### src/rtl/bcd_seg_pkg.sv
package bcd_seg_pkg;
  localparam int CODE_W = 4;
  localparam int SEG_W  = 7;
  localparam int NUM_CODES = 1 << CODE_W;

  typedef logic [CODE_W-1:0] bcd_code_t;
  // lit mask: 1 = segment on, bit 0 = a ... bit 6 = g
  typedef logic [SEG_W-1:0]  seg_mask_t;

  localparam seg_mask_t SEG_ALL  = {SEG_W{1'b1}};
  localparam seg_mask_t SEG_NONE = {SEG_W{1'b0}};
endpackage

### src/rtl/bcd_seg_pattern.sv
module bcd_seg_pattern
  import bcd_seg_pkg::*;
(
  input  bcd_code_t code,
  output seg_mask_t lit
);
  always_comb begin
    unique case (code)
      4'd0:  lit = 7'h3F;
      4'd1:  lit = 7'h06;
      4'd2:  lit = 7'h5B;
      4'd3:  lit = 7'h4F;
      4'd4:  lit = 7'h66;
      4'd5:  lit = 7'h6D;
      4'd6:  lit = 7'h7D;
      4'd7:  lit = 7'h07;
      4'd8:  lit = 7'h7F;
      4'd9:  lit = 7'h6F;
      4'd10: lit = 7'h58;
      4'd11: lit = 7'h4C;
      4'd12: lit = 7'h62;
      4'd13: lit = 7'h69;
      4'd14: lit = 7'h78;
      default: lit = SEG_NONE;
    endcase
  end
endmodule

### src/rtl/bcd_zero_blank.sv
module bcd_zero_blank
  import bcd_seg_pkg::*;
(
  input  bcd_code_t code,
  input  logic      blank_in_n,
  output logic      blank_now,
  output logic      blank_out_n
);
  logic is_zero;
  assign is_zero     = (code == '0);
  assign blank_now   = is_zero & ~blank_in_n;
  assign blank_out_n = ~blank_now;
endmodule

### src/rtl/bcd_seg_drive.sv
module bcd_seg_drive
  import bcd_seg_pkg::*;
(
  input  seg_mask_t lit,
  input  logic      blank_now,
  input  logic      lamp_test_n,
  output logic [SEG_W-1:0] seg_n
);
  seg_mask_t on_mask;
  always_comb begin
    if (!lamp_test_n)   on_mask = SEG_ALL;
    else if (blank_now) on_mask = SEG_NONE;
    else                on_mask = lit;
  end
  assign seg_n = ~on_mask;
endmodule

### src/rtl/bcd_seg_decoder.sv
module bcd_seg_decoder
  import bcd_seg_pkg::*;
(
  input  logic [CODE_W-1:0] code,
  input  logic              lamp_test_n,
  input  logic              blank_in_n,
  output logic [SEG_W-1:0]  seg_n,
  output logic              blank_out_n
);
  seg_mask_t lit;
  logic      blank_now;

  bcd_seg_pattern u_pattern (
    .code (code),
    .lit  (lit)
  );

  bcd_zero_blank u_blank (
    .code        (code),
    .blank_in_n  (blank_in_n),
    .blank_now   (blank_now),
    .blank_out_n (blank_out_n)
  );

  bcd_seg_drive u_drive (
    .lit         (lit),
    .blank_now   (blank_now),
    .lamp_test_n (lamp_test_n),
    .seg_n       (seg_n)
  );
endmodule

### config.mk
export PLATFORM = sky130hd
export DESIGN_NAME = bcd_seg_decoder
export DESIGN_NICKNAME = d
export VERILOG_FILES = /design/src/rtl/bcd_seg_pkg.sv /design/src/rtl/bcd_seg_pattern.sv /design/src/rtl/bcd_zero_blank.sv /design/src/rtl/bcd_seg_drive.sv /design/src/rtl/bcd_seg_decoder.sv
export SDC_FILE = /design/constraint.sdc
export NUM_CORES = 1
export LEC_CHECK = 0
export CORE_AREA = 8 8 45 47
export DETAILED_ROUTE_END_ITERATION = 12
export DIE_AREA = 0 0 53 55
export PLACE_DENSITY = 0.54
export SYNTH_ARGS = -nofsm -noshare
export SYNTH_HDL_FRONTEND = slang
export SYNTH_SLANG_ARGS = --single-unit
export TNS_END_PERCENT = 50
### constraint.sdc
create_clock -name vclk -period 2
set_clock_uncertainty 0.1 [all_clocks]
set_input_delay 0.4 -clock vclk [all_inputs]
set_output_delay 0.4 -clock vclk [all_outputs]
set_load 0.02 [all_outputs]
==> results of run 1 <==
==> cells by family (layout without fill, tap and decap cells) <==
logic type      count (synthesis)  after routing  synth area share [%]
simple gates                   14             14                  25.2
compound gates                 13             13                  30.4
fa+ha+maj                       7              7                  32.7
buf+inv                         5             30                  7.47
mux                             1              1                  4.21
==> metrics by stage <==
step	hold WS (ps)	utilization, %	cells	total power, W
detailed placement	1820	36.4	79	0.000107
CTS	1270	39.2	81	0.000115
floorplan	890	-	40	0.0000495
global route	1310	39.9	81	0.000128
finish	1280	39.9	81	0.000118
global placement	1840	36.4	79	0.000108
==> synthesized netlist by cell type, drive strengths merged <==
library cell	n	area share, %
ha	7	33
a21oi	5	9.3
nand2	5	7.0
inv	4	5.6
o21ai	4	7.5
nor2	3	4.2
a221oi	2	6.5
and2b	2	5.6
nand2b	2	4.7
a311o	1	3.7
buf	1	1.9
mux2	1	4.2
nand3	1	1.9
nor3	1	1.9
o32ai	1	3.3
==> worst max path at each step <==
stage                          end  startpoint  slack [ps]  depth (start not counted)
final                     seg_n[0]     code[1]          60                          8
after global routing      seg_n[6]     code[2]         -10                          6
after CTS                 seg_n[0]     code[0]          10                          6
after detailed placement  seg_n[2]     code[1]        -850                          7
after global placement    seg_n[0]     code[0]        -840                          6
after floorplan           seg_n[2]     code[1]         -90                          5
==> tightest hold or removal path, cell delays in order <==
cell and delay (ps):
sky130_fd_sc_hd__dlygate4sd2_1 220, sky130_fd_sc_hd__a311o_1 160, sky130_fd_sc_hd__a21oi_1 60, sky130_fd_sc_hd__buf_4 150
==> layout make-up <==
class	count	area share, %
multi-input combinational	35	55.8
timing repair buffer	26	37.4
tap	16	3.63
inverter	4	3.17
==> timing repair <==
item / 4_1_cts / 5_1_grt
setup endpoints to repair: 8 / 6
resized for setup: 64 / 6
setup buffers: 2 / 0
pin swaps: 5 / 2
==> power by group through the flow <==
stage                     registers [W]  logic (W)  clock network (W)
after detailed placement              0   0.000107                  0
after CTS                             0   0.000115                  0
after global placement                0   0.000108                  0
after floorplan                       0  0.0000495                  0
final                                 0   0.000118                  0
after global routing                  0   0.000128                  0
==> layer usage <==
metal	GRT usage [%]	vias to the layer above	part of all wire [%]	wire length [µm]
met1	8.77	162	47	454
met4	0	0	0	0
li1	-	192	-	-
met5	0	-	0	0
met3	1.87	0	8.6	83
met2	11.7	14	44	423
==> parameters.txt, run 1 <==
Parameter                              Value

Synth
  Sequential cell area fraction in the yosys report ... 0%
  Post-Syn Area per Cell ... 6.69 µm²
  Mapped cell area ... 268 µm²
  Number of different library cells in the post-synthesis netlist ... 15
  Post-Syn Instances ... 40
  Ys Warns ... 0
  Synthesized netlist net count ... 53

Timing
  Maximum clock rate ... 516 MHz
  Transition at the pin with the smallest max-transition slack ... 232 ps
  Setup WS post-layout ... 61.1 ps
  Aggregate negative setup slack ... 0 ps
  Worst relative slew slack ... 84.4%
  Final critical path time including I/O delays and setup ... 1940 ps
  Final Slew Violations ... 0
  Hold Vio Cnt, Final ... 0
  Final setup fails ... 0
  Final critical-path share of the clock period ... 96.9%

Die
  Die area ... 2920 µm²
  DIE HEIGHT ... 55 µm
  Number of rows created at floorplan ... 14
  Starting Density ... 19.3%
  Core region area ... 1380 µm²
  Number of top-level pins ... 14
  Die X ... 53 µm

Outcome
  Outcome ... complete, no violations

Critical path
  Launching element type of the critical path ... primary input
  Cell type of the slowest stage on the worst timing path ... sky130_fd_sc_hd__and2b_2
  Kind of capture point of the worst setup path ... primary output
  Gate family responsible for the most delay along the worst path ... buffers and inverters
  Required time of the worst setup path ... 1500 ps
  Largest fanout of any net on the critical path ... 4
  Cell chain of the critical path ... buf_2 > inv_4 > ha_4 > and2b_2 > buf_6 > nor3_4 > o32ai_2 > buf_4
  Largest stage delay on the critical path ... 210 ps
  Critical path type ... in2out
  Arrival @ worst endpoint ... 1440 ps
  Buffering stage count on the worst path with inverters included ... 4

Global routing
  Number of global-route vias before repair ... 348
  Antenna violations before repair ... 0
  Total gr overflow ... 0
  Total Routing Usage GR ... 6.82%
  Largest net degree at the start of global routing ... 13
  First-pass GRT wire length ... 1620 µm

Detailed routing
  Number of DRC markers in iteration 0 ... 8
  Number of search-and-repair iterations in the first detailed-routing pass ... 4
  Post-detailed-route DRC marker count ... 0
  Antenna-violating nets left ... 0
  Routed wire per std cell ... 11.9 µm
  Sum of routed wire length over all layers ... 962 µm
  Average vias per placed instance ... 4.54
  Number of vias after detailed routing ... 368

Final layout
  Top library cells by usage in the layout, fill and taps aside ... sky130_fd_sc_hd__buf_4, sky130_fd_sc_hd__a21oi_1, sky130_fd_sc_hd__ha_1, sky130_fd_sc_hd__nand2_1, sky130_fd_sc_hd__buf_2
  Area added between synthesis and finish ... 106%
  Final instance area ... 552 µm²
  Area taken by flip-flops and latches ... 0 µm²
  Inserted Diodes ... 0
  Commonest non-fill, non-tap cell in the layout ... sky130_fd_sc_hd__buf_4
  Multi-input combinational cell area ... 308 µm²
  Filler cell count ... 141
  Sequential cell count of the final layout ... 0
  Clock buf count ... 0
  Net total in the final layout ... 80
  Share of cells above drive strength 1 ... 55.4%

Placement
  Half-perimeter wire length after placement ... 723 µm
  Placed cell areas ... 504 µm²
  Total of buffers placed on input and output ports ... 14
  Pre-CTS setup slack ... -845 ps
  Placer Congestion ... 0.768

Run
  Max-cap violations ... 0

Power and ir drop
  Sequential fraction of design power ... 0%
  Clock power share ... 0%
  Reported net switching power ... 0.0000596 W
  Static leakage ... 0.266 nW
  Switching Fraction ... 50.5%
  Peak supply drop ... 0.0702 mV
  Combinational share of power ... 100.0%
  Internal power ... 0.0000583 W
  Cell Pwr Density ... 214 nW/µm²

Worst hold path
  Capture endpoint of the worst hold path ... seg_n[5]
  Number of cells on the worst hold path ... 4
  Worst min-delay path class ... in2out
  Worst hold start ... blank_in_n

CTS
  CTS Hold Buffers Added ... 0
Power figures use the tool's default switching activity.
==> inputs of run 2 (changes only) <==
- ABC_AREA: not set -> 1
- PLACE_DENSITY: 0.54 -> 0.58
==> run 2 against run 1 <==
Synthesized area is 21% higher. Final cell count is 15% higher. Count of clock-buffer cells in the layout stayed put. Synthesized cell count is 35% higher. Sequential share of layout area stayed put. Total power is 5.0% lower. First-iteration DRC count is 75% lower. Die area stayed put. Critical path depth stayed put. Worst setup slack better by 47 ps.
==> parameters.txt, run 2 <==
Parameter                              Value

Synth
  Post-Syn Instances ... 54
  Mapped cell area ... 324 µm²
  Most common cell in the synthesized netlist ... sky130_fd_sc_hd__nand2_1
  Ranking of synthesized cells by area ... sky130_fd_sc_hd__ha_1, sky130_fd_sc_hd__nand2_1, sky130_fd_sc_hd__inv_1
  List of most frequent post-synthesis cells ... sky130_fd_sc_hd__nand2_1, sky130_fd_sc_hd__inv_1, sky130_fd_sc_hd__ha_1, sky130_fd_sc_hd__nor2_1, sky130_fd_sc_hd__o21ai_1
  Synthesized netlist net count ... 67
  Number of different library cells in the post-synthesis netlist ... 18
  Sequential cell area fraction in the yosys report ... 0%
  Library cell occupying the most area in the post-synthesis netlist ... sky130_fd_sc_hd__ha_1
  Post-Syn Area per Cell ... 6.00 µm²
  Area fraction of the dominant cell type after synthesis ... 27.0%
  Ys Warns ... 0

Outcome
  Outcome ... complete, no violations

Critical path
  Kind of capture point of the worst setup path ... primary output
  Cell chain of the critical path ... clkdlybuf4s15_1 > buf_6 > inv_4 > nand2_2 > a21oi_2 > nor2_2 > nor2_1 > buf_4
  Critical path type ... in2out
  Largest stage delay on the critical path ... 260 ps
  Required time of the worst setup path ... 1500 ps
  Cell type of the slowest stage on the worst timing path ... sky130_fd_sc_hd__clkdlybuf4s15_1
  Largest fanout of any net on the critical path ... 5
  Launching element type of the critical path ... primary input
  Arrival @ worst endpoint ... 1390 ps

Timing
  Hold Vio Cnt, Final ... 0
  Maximum clock rate ... 529 MHz
  Hold Slack ... 1220 ps
  Final Slew Violations ... 0
  Setup WS post-layout ... 108 ps
  Worst relative slew slack ... 86.1%
  Transition at the pin with the smallest max-transition slack ... 208 ps
  Final critical path time including I/O delays and setup ... 1890 ps
  Final setup fails ... 0
  Setup repair after global routing missed its margin ... no
  Final critical-path share of the clock period ... 94.6%
  Aggregate negative setup slack ... 0 ps

Final layout
  Top library cells by usage in the layout, fill and taps aside ... sky130_fd_sc_hd__nand2_1, sky130_fd_sc_hd__buf_4, sky130_fd_sc_hd__inv_1, sky130_fd_sc_hd__ha_1, sky130_fd_sc_hd__buf_2
  Share of cells above drive strength 1 ... 48.1%
  Area taken by flip-flops and latches ... 0 µm²
  Final instance count without filler cells ... 93
  Inserted Diodes ... 0
  Clock buf count ... 0
  Sequential cell count of the final layout ... 0
  Net total in the final layout ... 92
  Area added between synthesis and finish ... 68.0%

Die
  Die area ... 2920 µm²
  Core region area ... 1380 µm²
  Number of top-level pins ... 14
  Number of rows created at floorplan ... 14
  Die X ... 53 µm
  Starting Density ... 23.4%
  DIE HEIGHT ... 55 µm

Detailed routing
  Sum of routed wire length over all layers ... 944 µm
  Number of DRC markers in iteration 0 ... 2
  Number of search-and-repair iterations in the first detailed-routing pass ... 4
  Antenna-violating nets left ... 0
  Routed wire per std cell ... 10.2 µm
  Number of vias after detailed routing ... 396
  Average vias per placed instance ... 4.26
  Post-detailed-route DRC marker count ... 0

Run
  Max-cap violations ... 0

Worst hold path
  Worst min-delay path class ... in2out
  Number of cells on the worst hold path ... 5

Power and ir drop
  Static leakage ... 0.329 nW
  Internal power ... 0.0000503 W
  Peak supply drop ... 0.0711 mV
  Reported net switching power ... 0.0000617 W
  Combinational share of power ... 100.0%
  Clock power share ... 0%
  Cell Pwr Density ... 206 nW/µm²
  Switching Fraction ... 55.1%
  Sequential fraction of design power ... 0%

Global routing
  Number of global-route vias before repair ... 373
  Total Routing Usage GR ... 6.43%
  Total gr overflow ... 0
  Antenna violations before repair ... 0
  Largest net degree at the start of global routing ... 7
  First-pass GRT wire length ... 1510 µm

CTS
  CTS Hold Buffers Added ... 0

Placement
  Total of buffers placed on input and output ports ... 14
  Placer Congestion ... 0.794
  Placed insts ... 91
  Half-perimeter wire length after placement ... 714 µm
  Pre-CTS setup slack ... -744 ps
run 2: final cells by class:
| class | instances | area [µm²] |
|---|---|---|
| fill | 155 | 840 |
| timing repair buffer | 24 | 183 |
| tap | 16 | 20.0 |
| inverter | 11 | 43.8 |
| multi-input combinational | 42 | 298 |
run 2: timing repair:
item / 4_1_cts / 5_1_grt
cloned: 1 / 0
resized for setup: 44 / 12
setup buffers: 0 / 1
setup endpoints to repair: 8 / 7
pin swaps: 1 / 5
run 2: cell families after synthesis:
group	count (synthesis)	share of synthesized area (%)
fa+ha+maj	7	27.0
buf+inv	12	17.0
compound gates	10	18.1
simple gates	25	37.8
run 2: stage by stage:
step / cell area, µm² / power [W] / utilization, %
final: 544 / 0.000112 / 39.3
after global routing: 544 / 0.000125 / 39.3
after CTS: 518 / 0.000107 / 37.4
after detailed placement: 533 / 0.000111 / 38.5
after global placement: 533 / 0.000110 / 38.5
after floorplan: 324 / 0.0000584 / -
run 2: worst max-delay path: cells and delay by family:
| kind | cells | cell delay [ps] |
|---|---|---|
| AND/OR/NAND/NOR | 3 | 210 |
| buffers and inverters | 4 | 650 |
| AO/OA/AOI/OAI | 1 | 140 |
run 2: per-layer routing:
metal  wire length [µm]  up-vias  track usage [%]
met5                  0        -                0
met3                 69        0            0.802
li1                   -      214                -
met4                  0        0                0
met1                364      174             7.09
met2                510        8             13.3
run 2: power by group through the flow:
stage	combinational, W	sequential, W	clock [W]
2_1_floorplan	0.0000584	0	0
3_3_place_gp	0.000110	0	0
3_5_place_dp	0.000111	0	0
4_1_cts	0.000107	0	0
5_1_grt	0.000125	0	0
6_report	0.000112	0	0
run 2: final timing paths:
kind | from | to | slack, ps
max | code[2] | seg_n[0] | 110
min | blank_in_n | seg_n[2] | 1220
